File: src/rtl/spi_attr_master.sv
module spi_attr_master #(
  parameter int NCS   = 8,
  parameter int DEPTH = 4
) (
  input  logic           clk,
  input  logic           rst_n,
  input  logic           bus_wr,
  input  logic           bus_rd,
  input  logic [3:0]     bus_addr,
  input  logic [31:0]    bus_wdata,
  output logic [31:0]    bus_rdata,
  output logic           irq,
  output logic           sck,
  output logic           sout,
  input  logic           sin,
  output logic [NCS-1:0] cs_pin
);
  localparam int PW   = $clog2(DEPTH);
  localparam int CW   = PW + 1;
  localparam int SW   = $clog2(NCS);
  localparam int CNTW = 17;

  typedef enum logic [2:0] {S_IDLE, S_LEAD, S_SHIFT, S_TRAIL, S_GAP} st_t;

  logic           master_en, halt, eoq_ie;
  logic [NCS-1:0] cs_idle;
  logic [23:0]    attr [NCS];
  logic [19:0]    txq [DEPTH];
  logic [15:0]    rxq [DEPTH];
  logic [PW-1:0]  tx_wp, tx_rp, rx_wp, rx_rp;
  logic [CW-1:0]  tx_cnt, rx_cnt;
  logic           done_f, eoq_f, ovf_f;
  st_t            st;
  logic [CNTW-1:0] cnt;
  logic [4:0]     edges;
  logic [15:0]    cur_data, rx_word, rx_next;
  logic [2:0]     cur_cs;
  logic           cur_eoq;
  logic [23:0]    cur_attr;

  function automatic logic [CNTW-1:0] span(input logic [4:0] e);
    return (CNTW'(1) << e) - 1'b1;
  endfunction

  wire ctrl_wr  = bus_wr && bus_addr == 4'd0;
  wire stat_wr  = bus_wr && bus_addr == 4'd1;
  wire tx_push  = bus_wr && bus_addr == 4'd2 && tx_cnt != CW'(DEPTH);
  wire rx_pop   = bus_rd && bus_addr == 4'd3 && rx_cnt != '0;
  wire flush_tx = ctrl_wr && bus_wdata[2];
  wire flush_rx = ctrl_wr && bus_wdata[3];

  wire [19:0] head      = txq[tx_rp];
  wire [23:0] head_attr = attr[head[16 +: SW]];
  wire        start     = st == S_IDLE && tx_cnt != '0 && master_en && !halt;

  wire [3:0] len_m1 = (cur_attr[3:0] < 4'd3) ? 4'd3 : cur_attr[3:0];
  wire       cpol = cur_attr[4], cpha = cur_attr[5], lsb = cur_attr[6];
  wire [4:0] hexp = cur_attr[7] ? {1'b0, cur_attr[11:8]} : {1'b0, cur_attr[11:8]} + 5'd1;
  wire       tick = cnt == '0;
  wire [4:0] bsel = (cpha && edges != 5'd0) ? edges - 5'd1 : edges;
  wire [3:0] pos  = lsb ? bsel[4:1] : len_m1 - bsel[4:1];
  wire       sample    = st == S_SHIFT && tick && (edges[0] == cpha);
  wire       last_edge = st == S_SHIFT && tick && edges == {len_m1, 1'b1};
  wire       rx_full   = rx_cnt == CW'(DEPTH);
  wire       cs_active = st == S_LEAD || st == S_SHIFT || st == S_TRAIL;

  always_comb begin
    rx_next = rx_word;
    if (sample) rx_next[pos] = sin;
  end

  assign sck  = cpol ^ edges[0];
  assign sout = (st == S_LEAD || st == S_SHIFT) ? cur_data[pos] : 1'b0;
  assign irq  = eoq_ie & eoq_f;

  for (genvar k = 0; k < NCS; k++) begin : g_cs
    assign cs_pin[k] = cs_idle[k] ^ (cs_active && cur_cs == 3'(k));
  end

  always_ff @(posedge clk or negedge rst_n)
    if (!rst_n) begin
      master_en <= 1'b0; halt <= 1'b0; eoq_ie <= 1'b0; cs_idle <= '0;
      for (int k = 0; k < NCS; k++) attr[k] <= '0;
    end else if (bus_wr) begin
      if (ctrl_wr) begin
        master_en <= bus_wdata[0];
        halt      <= bus_wdata[1];
        eoq_ie    <= bus_wdata[4];
        cs_idle   <= bus_wdata[8 +: NCS];
      end
      for (int k = 0; k < NCS; k++)
        if (bus_addr == 4'(8 + k)) attr[k] <= bus_wdata[23:0];
    end

  always_ff @(posedge clk) begin
    if (tx_push) txq[tx_wp] <= bus_wdata[19:0];
    if (last_edge && !rx_full) rxq[rx_wp] <= rx_next;
  end

  always_ff @(posedge clk or negedge rst_n)
    if (!rst_n) begin
      tx_wp <= '0; tx_rp <= '0; tx_cnt <= '0;
      rx_wp <= '0; rx_rp <= '0; rx_cnt <= '0;
    end else begin
      if (flush_tx) begin
        tx_wp <= '0; tx_rp <= '0; tx_cnt <= '0;
      end else begin
        if (tx_push) tx_wp <= tx_wp + 1'b1;
        if (start)   tx_rp <= tx_rp + 1'b1;
        tx_cnt <= tx_cnt + CW'(tx_push) - CW'(start);
      end
      if (flush_rx) begin
        rx_wp <= '0; rx_rp <= '0; rx_cnt <= '0;
      end else begin
        if (last_edge && !rx_full) rx_wp <= rx_wp + 1'b1;
        if (rx_pop) rx_rp <= rx_rp + 1'b1;
        rx_cnt <= rx_cnt + CW'(last_edge && !rx_full) - CW'(rx_pop);
      end
    end

  always_ff @(posedge clk or negedge rst_n)
    if (!rst_n) begin
      done_f <= 1'b0; eoq_f <= 1'b0; ovf_f <= 1'b0;
    end else begin
      done_f <= last_edge | (done_f & ~(stat_wr & bus_wdata[0]));
      eoq_f  <= (st == S_TRAIL && tick && cur_eoq) | (eoq_f & ~(stat_wr & bus_wdata[1]));
      ovf_f  <= (last_edge && rx_full) | (ovf_f & ~(stat_wr & bus_wdata[2]));
    end

  always_ff @(posedge clk or negedge rst_n)
    if (!rst_n) begin
      st <= S_IDLE; cnt <= '0; edges <= '0; rx_word <= '0;
      cur_data <= '0; cur_cs <= '0; cur_eoq <= 1'b0; cur_attr <= '0;
    end else begin
      case (st)
        S_IDLE: if (start) begin
          cur_data <= head[15:0];
          cur_cs   <= head[18:16];
          cur_eoq  <= head[19];
          cur_attr <= head_attr;
          cnt      <= span({1'b0, head_attr[15:12]} + 5'd1);
          edges    <= '0;
          rx_word  <= '0;
          st       <= S_LEAD;
        end
        S_LEAD: if (tick) begin
          st <= S_SHIFT; cnt <= span(hexp);
        end else cnt <= cnt - 1'b1;
        S_SHIFT: begin
          rx_word <= rx_next;
          if (tick) begin
            edges <= edges + 5'd1;
            if (last_edge) begin
              st <= S_TRAIL; cnt <= span({1'b0, cur_attr[19:16]} + 5'd1);
            end else cnt <= span(hexp);
          end else cnt <= cnt - 1'b1;
        end
        S_TRAIL: if (tick) begin
          st <= S_GAP; cnt <= span({1'b0, cur_attr[23:20]} + 5'd1);
        end else cnt <= cnt - 1'b1;
        default: if (tick) st <= S_IDLE; else cnt <= cnt - 1'b1;
      endcase
    end

  always_comb begin
    bus_rdata = '0;
    case (bus_addr)
      4'd0: begin
        bus_rdata[0] = master_en; bus_rdata[1] = halt; bus_rdata[4] = eoq_ie;
        bus_rdata[8 +: NCS] = cs_idle;
      end
      4'd1: begin
        bus_rdata[0] = done_f; bus_rdata[1] = eoq_f; bus_rdata[2] = ovf_f;
        bus_rdata[4 +: CW] = tx_cnt; bus_rdata[8 +: CW] = rx_cnt;
      end
      4'd3: bus_rdata[15:0] = (rx_cnt != '0) ? rxq[rx_rp] : 16'h0;
      default: if (bus_addr[3]) bus_rdata[23:0] = attr[bus_addr[SW-1:0]];
    endcase
  end


  one_cs_chk: assert property (@(posedge clk) disable iff (!rst_n)
    $countones(cs_pin ^ cs_idle) <= 1);

  tx_bound_chk: assert property (@(posedge clk) disable iff (!rst_n)
    tx_cnt <= CW'(DEPTH) && rx_cnt <= CW'(DEPTH));

  halt_hold_chk: assert property (@(posedge clk) disable iff (!rst_n)
    (st == S_IDLE && halt) |=> st == S_IDLE);

  lead_quiet_chk: assert property (@(posedge clk) disable iff (!rst_n)
    st == S_LEAD |=> $stable(sck));

  ovf_drop_chk: assert property (@(posedge clk) disable iff (!rst_n)
    (last_edge && rx_full && !flush_rx && !rx_pop) |=> (ovf_f && rx_cnt == CW'(DEPTH)));

  done_set_chk: assert property (@(posedge clk) disable iff (!rst_n)
    last_edge |=> done_f);
endmodule

File: config.mk
export PLATFORM = sky130hd
export DESIGN_NAME = spi_attr_master
export DESIGN_NICKNAME = d
export VERILOG_FILES = /design/src/rtl/spi_attr_master.sv
export SDC_FILE = /design/constraint.sdc
export NUM_CORES = 1
export LEC_CHECK = 0
export BUFFER_PORTS_ARGS = -buffer_cell sky130_fd_sc_hd__buf_4
export CORE_ASPECT_RATIO = 1.5
export CORE_MARGIN = 1.5
export CORE_UTILIZATION = 40
export CTS_CLUSTER_DIAMETER = 40
export DETAILED_ROUTE_END_ITERATION = 7
export PLACE_DENSITY = 0.65
export RECOVER_POWER = 25
export SLEW_MARGIN = 10
export SYNTH_ARGS = -nofsm -noshare
export SYNTH_HDL_FRONTEND = slang
export SYNTH_SLANG_ARGS = --single-unit
File: constraint.sdc
create_clock -name clk -period 10.28 [get_ports clk]
set_input_delay 1.542 -clock clk [delete_from_list [all_inputs] [get_ports clk]]
set_output_delay 1.542 -clock clk [all_outputs]
set_load 0.1 [all_outputs]
## Word level (Yosys, flattened, before mapping)

Memory sizes are Yosys's and may differ from the RTL's.
Index checks and enable logic that the tools add are counted.

- Register bits after elaboration: 305
- Memory bits (writable): 144
- Bits of input ports: 41
- Output and inout port bits: 43
- Word-level logic and storage cells: 237
- Memories: 2

- $add $sub $neg: 20
- $lt $le $gt $ge: 5
- Equal/unequal tests: 31
- Shifts and indexed selects: 4
- Mux-type cells: 61
- Bitwise gates (word level): 24
- Reductions and logical operators: 61

Memories:

| memory | words | width | read ports | clocked after memory_dff | wr ports | RTL line | text |
|---|---|---|---|---|---|---|---|
| txq | 4 | 20 | 1 | 0 | 1 | 28 | `logic [19:0] txq [DEPTH];` |
| rxq | 4 | 16 | 1 | 0 | 1 | 29 | `logic [15:0] rxq [DEPTH];` |

Operators with widths:

| cell | count |
|---|---|
| binary-select mux 24 bit (select 3 bit) | 2 |
| two-way mux 24 bit | 5 |
| two-way mux 17 bit | 6 |
| subtractor 17 x 1 -> 17 bit, second input constant | 5 |
| case mux 17 bit (4 select lines) | 1 |
| << shifter 1 x 5 -> 17 bit, first input constant | 4 |
| two-way mux 16 bit | 3 |
| equality test 4 bit, second input constant | 8 |
| case mux 16 bit (2 select lines) | 1 |
| logical AND 1 bit | 28 |
| two-way mux 3 bit | 8 |
| AND reduction 2 bit | 12 |
| adder 4 x 1 -> 5 bit, second input constant | 4 |
| two-way mux 5 bit | 4 |
| zero test 17 bit | 1 |
| bitwise mux 16 bit | 1 |
| two-way mux 2 bit | 8 |
| equality test 3 bit, second input constant | 5 |
| case mux 5 bit (3 select lines) | 1 |
| equality test 3 x 2 -> 1 bit, second input constant | 4 |
| case mux 2 bit (3 select lines) | 2 |
| case mux 3 bit (4 select lines) | 1 |
| nonzero test 2 bit | 6 |
| inequality test 2 bit, second input constant | 5 |
| 41 further kinds | 81 |

## Depth between registers and ports, before layout

- Depth in word-level cells: 12
- Gate-level depth with buffers: 17

## Worst setup path after synthesis

OpenSTA, ideal clock, no wires.

- Path type: input port to output port
- From: input bus_addr[2]
- To: output bus_rdata[0]
- Arrival time: 4527 ps
- Data required time: 8738 ps
- Path slack: 4211 ps
- Stages on the path: 5
- Cell sequence: clkbuf_1 -> nor4_1 -> clkbuf_1 -> nand2_1 -> a31oi_1

- Longest elaborated chain between the ends: 6

Ends and longest elaborated chain:

| what | RTL line | text |
|---|---|---|
| start, declared | 9 | `input logic [3:0] bus_addr,` |
| NOT 3 -> 4 bit (implied by the code) | 177 | `default: if (bus_addr[3]) bus_rdata[23:0] = attr[bus_addr[SW-1:0]];` |
| binary-select mux 24 bit (select 3 bit) | 177 |  |
| two-way mux 24 bit (implied by the code) (2 in series) | 177 |  |
| two-way mux 24 bit | 177 |  |
| case mux 2 bit (3 select lines) (*) | 167 | `case (bus_addr)` |
| end, declared | 11 | `output logic [31:0] bus_rdata,` |

Every way passes the cells marked *; elsewhere a longest branch is shown, timed or not. The select of a mux whose other input is x is not followed.

==> results.sh <==
export IMPL_crit_chain="clkbuf_1 > clkbuf_2"
export IMPL_skew_ns=0.02412
export IMPL_cpPeakStageDelay_ns=3.94
export IMPL_seq_area_frac_synth_pct=50.82
export IMPL_power_frac_seq_pct=34.7
export IMPL_grt_usage_pct=21.37
export IMPL_grt_max_degree=106
export IMPL_cp_arrival_ns=7.38
export IMPL_viasPerCell=5.833
export IMPL_num_rows=108
export IMPL_hold_start="cur_data[10]$_DFFE_PN0P_"
export IMPL_grt_pass1_vias=16270
export IMPL_fin_setup_tns_ns=0
export IMPL_synthArstFlopShare_pct=67.64
export IMPL_rsz0062_at_grt="no"
export IMPL_ys_ff_latch=445
export IMPL_required_ns=10.61
export IMPL_grt_pass1_wl_mm=98.46
export IMPL_wl_per_cell_um=23.45
export IMPL_max_cap_violations=4
export IMPL_critPathBufInv=2
export IMPL_avgSynthCellArea_um2=12.36
export IMPL_worstHoldPathCells=2
export IMPL_start_util_pct=40.44
export IMPL_antenna_found_initial=1
export IMPL_areaGrowthSynthToFinish_pct=10.96
export IMPL_syn_area_mm2=0.02333
export IMPL_combPwrFrac_pct=42.3
export IMPL_seq_area_mm2=0.01186
export IMPL_hold_viol=0
export IMPL_leakage_nw=10.20
export IMPL_peakVddDrop_mv=0.1642
export IMPL_slowest_stage="clkbuf_1"
export IMPL_dp_hpwl_mm=43.63
export IMPL_pwr_share_clk_pct=23.1
export IMPL_crit_path_max_fanout=105
export IMPL_cp_end_kind="async pin"
export IMPL_setup_slack_ns=3.232
export IMPL_finalSetupViolCount=0
export IMPL_cp_top_family="buffers and inverters"
export IMPL_instances_no_fill=2710
export IMPL_start_kind="input port"
export IMPL_first_iter_violations=971
export IMPL_switchingPower_mw=3.004
export IMPL_post_cts_buffers=0
export IMPL_fin_crit_ns=7.048
export IMPL_dieArea_mm2=0.05982
export IMPL_violations="max-capacitance violations, max-slew violations"
export IMPL_cts_resized=0
export IMPL_synth_ff_type="dfrtp_1"
export IMPL_clk_pin_slew_ns=0.07
export IMPL_r2r_end="rx_word[14]$_DFFE_PN0P_"
export IMPL_reg2reg_from="st[2]$_DFFE_PN0P_"
export IMPL_rr_worst_depth=8
export IMPL_outcome="complete, but fails checks"
export IMPL_numCtsBuffers=44
export IMPL_htree_levels=2
export IMPL_final_layout_size_suffix_gt1_share_pct=25.41
export IMPL_firstDrtPassIters=5
export IMPL_p_per_area_mw_per_mm2=284.4
export IMPL_port_buffers=67
export IMPL_gp_congestion=0.9069
export IMPL_cts_hold_buf=0
export IMPL_die_w_um=200.2
export IMPL_root_buffer="clkbuf_16"
export IMPL_overflow=0
export IMPL_slew_headroom_pct=-282.5
export IMPL_nets=1971
export IMPL_hold_class="register to register"
export IMPL_drc=0
export IMPL_clock_sinks=445
export IMPL_yosys_warnings=0
export IMPL_cts_tree="done"
export IMPL_clock_path_buffers=3
export IMPL_diodes=0
export IMPL_timing_final_crit_share_pct=68.56
export IMPL_hold_slack_ns=0.4777
export IMPL_dp_cells=2628
export IMPL_synth_edff_count=144
export IMPL_synthDistinctLibCells=74
export IMPL_worst_pin_slew_ns=5.738
export IMPL_io_pins=84
export IMPL_holdPathEnd="cur_data[10]$_DFFE_PN0P_"
export IMPL_r2r_setup_slack_ns=4.96
export IMPL_vias=15810
export IMPL_nFillCells=5260
export IMPL_sw_frac_of_total_pct=40.80
export IMPL_drt_wl_total_mm=63.55
export IMPL_coreArea_mm2=0.05770
export IMPL_drtAntennaViolNets=0
export IMPL_slew_viol_final=237
export IMPL_critPathKind="input port to async pin"
export IMPL_clock_latency_ns=0.57
export IMPL_intPower_mw=4.359
export IMPL_dieHeight_um=298.8
export IMPL_max_freq_mhz=141.9
export IMPL_pre_cts_ws_ns=4.300
export IMPL_synthCells=1888
export IMPL_multiInputGateArea_mm2=0.01075
export IMPL_power_mw=7.363
-- through the flow --
| step | util (%) | instance area, um^2 |
|---|---|---|
| final | 44.87 | 25890 |
| after CTS | 45.05 | 25990 |
| after floorplan | - | 23370 |
| after global placement | 42.43 | 24480 |
| after detailed placement | 42.43 | 24480 |
| after global routing | 44.87 | 25890 |
-- final cells by class --
cell class / instances / area share [%]
Clock inverter: 26 / 1.203
Inverter: 47 / 0.6814
Sequential cell: 445 / 45.80
Multi-Input combinational cell: 1269 / 41.51
Clock buffer: 56 / 4.630
Timing Repair Buffer: 97 / 2.455
Tap cell: 770 / 3.721
-- routing by layer --
metal	share of wire, %	vias to the layer above	GRT usage (%)
li1	-	7029	-
met1	39	8119	25.63
met2	51	490	37.71
met3	4.3	168	2.694
met4	5.3	2	10.86
met5	0.020	-	0
-- power by group through the flow --
stage          registers, mW  logic, mW  clock network (mW)
2_1_floorplan           2.37       2.48                   0
6_report                2.55       3.11                1.70
3_5_place_dp            2.58       3.11                   0
3_3_place_gp            2.54       3.07                   0
4_1_cts                 2.55       3.12                1.72
5_1_grt                 2.61       3.34                1.79
-- worst max path at each step --
stage	from	to	cells after the start
after floorplan	bus_addr[2]	bus_rdata[0]	5
after global placement	bus_addr[0]	bus_rdata[10]	8
after detailed placement	bus_addr[0]	bus_rdata[10]	8
after CTS	edges[0]$_DFFE_PN0P_	sout	13
after global routing	rst_n	cur_attr[0]$_DFFE_PN0P_	2
final	rst_n	rx_word[6]$_DFFE_PN0P_	2
-- synth_stat cells, types with 7 or more instances --
master    number  area (um^2)
nand3b_1       8        60.06
mux2i_1       61        610.6
nand3_1       35        175.2
dfrtp_1      301         7532
mux4_2       124         2793
mux2_2       205         2308
a31oi_1       17        106.4
nor3_1        21        105.1
o21ai_0       95        475.5
nor2b_1       23        143.9
xor2_1        23        201.4
nor2_1        92        345.3
nor4_1         9        56.30
nand2_1      212        795.8
a21oi_1       88        440.4
o31ai_1        8        60.06
xnor2_1       22        192.7
nand2b_1      15        93.84
inv_1         47        176.4
buf_1         19        71.32
buf_4         13        97.59
nor3b_1        7        52.55
and2_1         9        56.30
clkbuf_1      86        322.8
o22ai_1       25        156.4
edfxtp_1     144         4324
buf_2         13        65.06
ha_1          23        287.8
or3_1          8        50.05
nand4_1       11        68.82
-- state kept, by name, indices dropped and copies added, names as in the netlist, 2 cells and up --
name	cells
cnt	17
attr	192
rx_wp	2
cur_attr	20
rxq	64
tx_cnt	3
tx_rp	2
edges	5
rx_word	16
cs_idle	8
rx_rp	2
cur_data	16
tx_wp	2
st	3
cur_cs	3
txq	80
rx_cnt	3
-- cell families (layout without fill, tap and decap cells) --
kind of cell | count (synthesis) | after routing | share of synthesized area [%]
xor gates and xnor gates | 45 | 45 | 1.689
buffers and inverters | 183 | 226 | 3.384
adders and majority gates | 26 | 26 | 1.491
DFF | 445 | 445 | 50.82
AOI/OAI and AO/OA | 313 | 313 | 8.221
and+or+nand+nor | 484 | 484 | 9.888
other | 2 | 11 | 0.03219
muxes | 390 | 390 | 24.48
-- cells in the final DEF, fill, tap and decap left out, drive strengths merged, types with 6 or more instances in the layout --
cell type / synthesis / final
nand2b: 15 / 15
nor3b: 7 / 7
and3: 6 / 6
nand4: 12 / 12
conb: 2 / 11
a31oi: 17 / 17
nand2: 212 / 212
nor2b: 23 / 23
mux2: 205 / 205
buf: 50 / 72
ha: 23 / 23
nand3b: 8 / 8
o21ai: 100 / 100
a22oi: 6 / 6
a221oi: 7 / 7
o22ai: 25 / 25
or3: 8 / 8
nand3: 35 / 35
and2: 10 / 10
inv: 47 / 52
a21oi: 89 / 89
clkinv: 0 / 15
clkbuf: 86 / 81
nor4: 11 / 11
mux4: 124 / 124
edfxtp: 144 / 144
xor2: 23 / 23
nor2: 92 / 92
o31ai: 8 / 8
xnor2: 22 / 22
nor3: 22 / 22
dfrtp: 301 / 301
o211ai: 6 / 6
mux2i: 61 / 61
No activity file was read; power rests on OpenSTA's default activity.
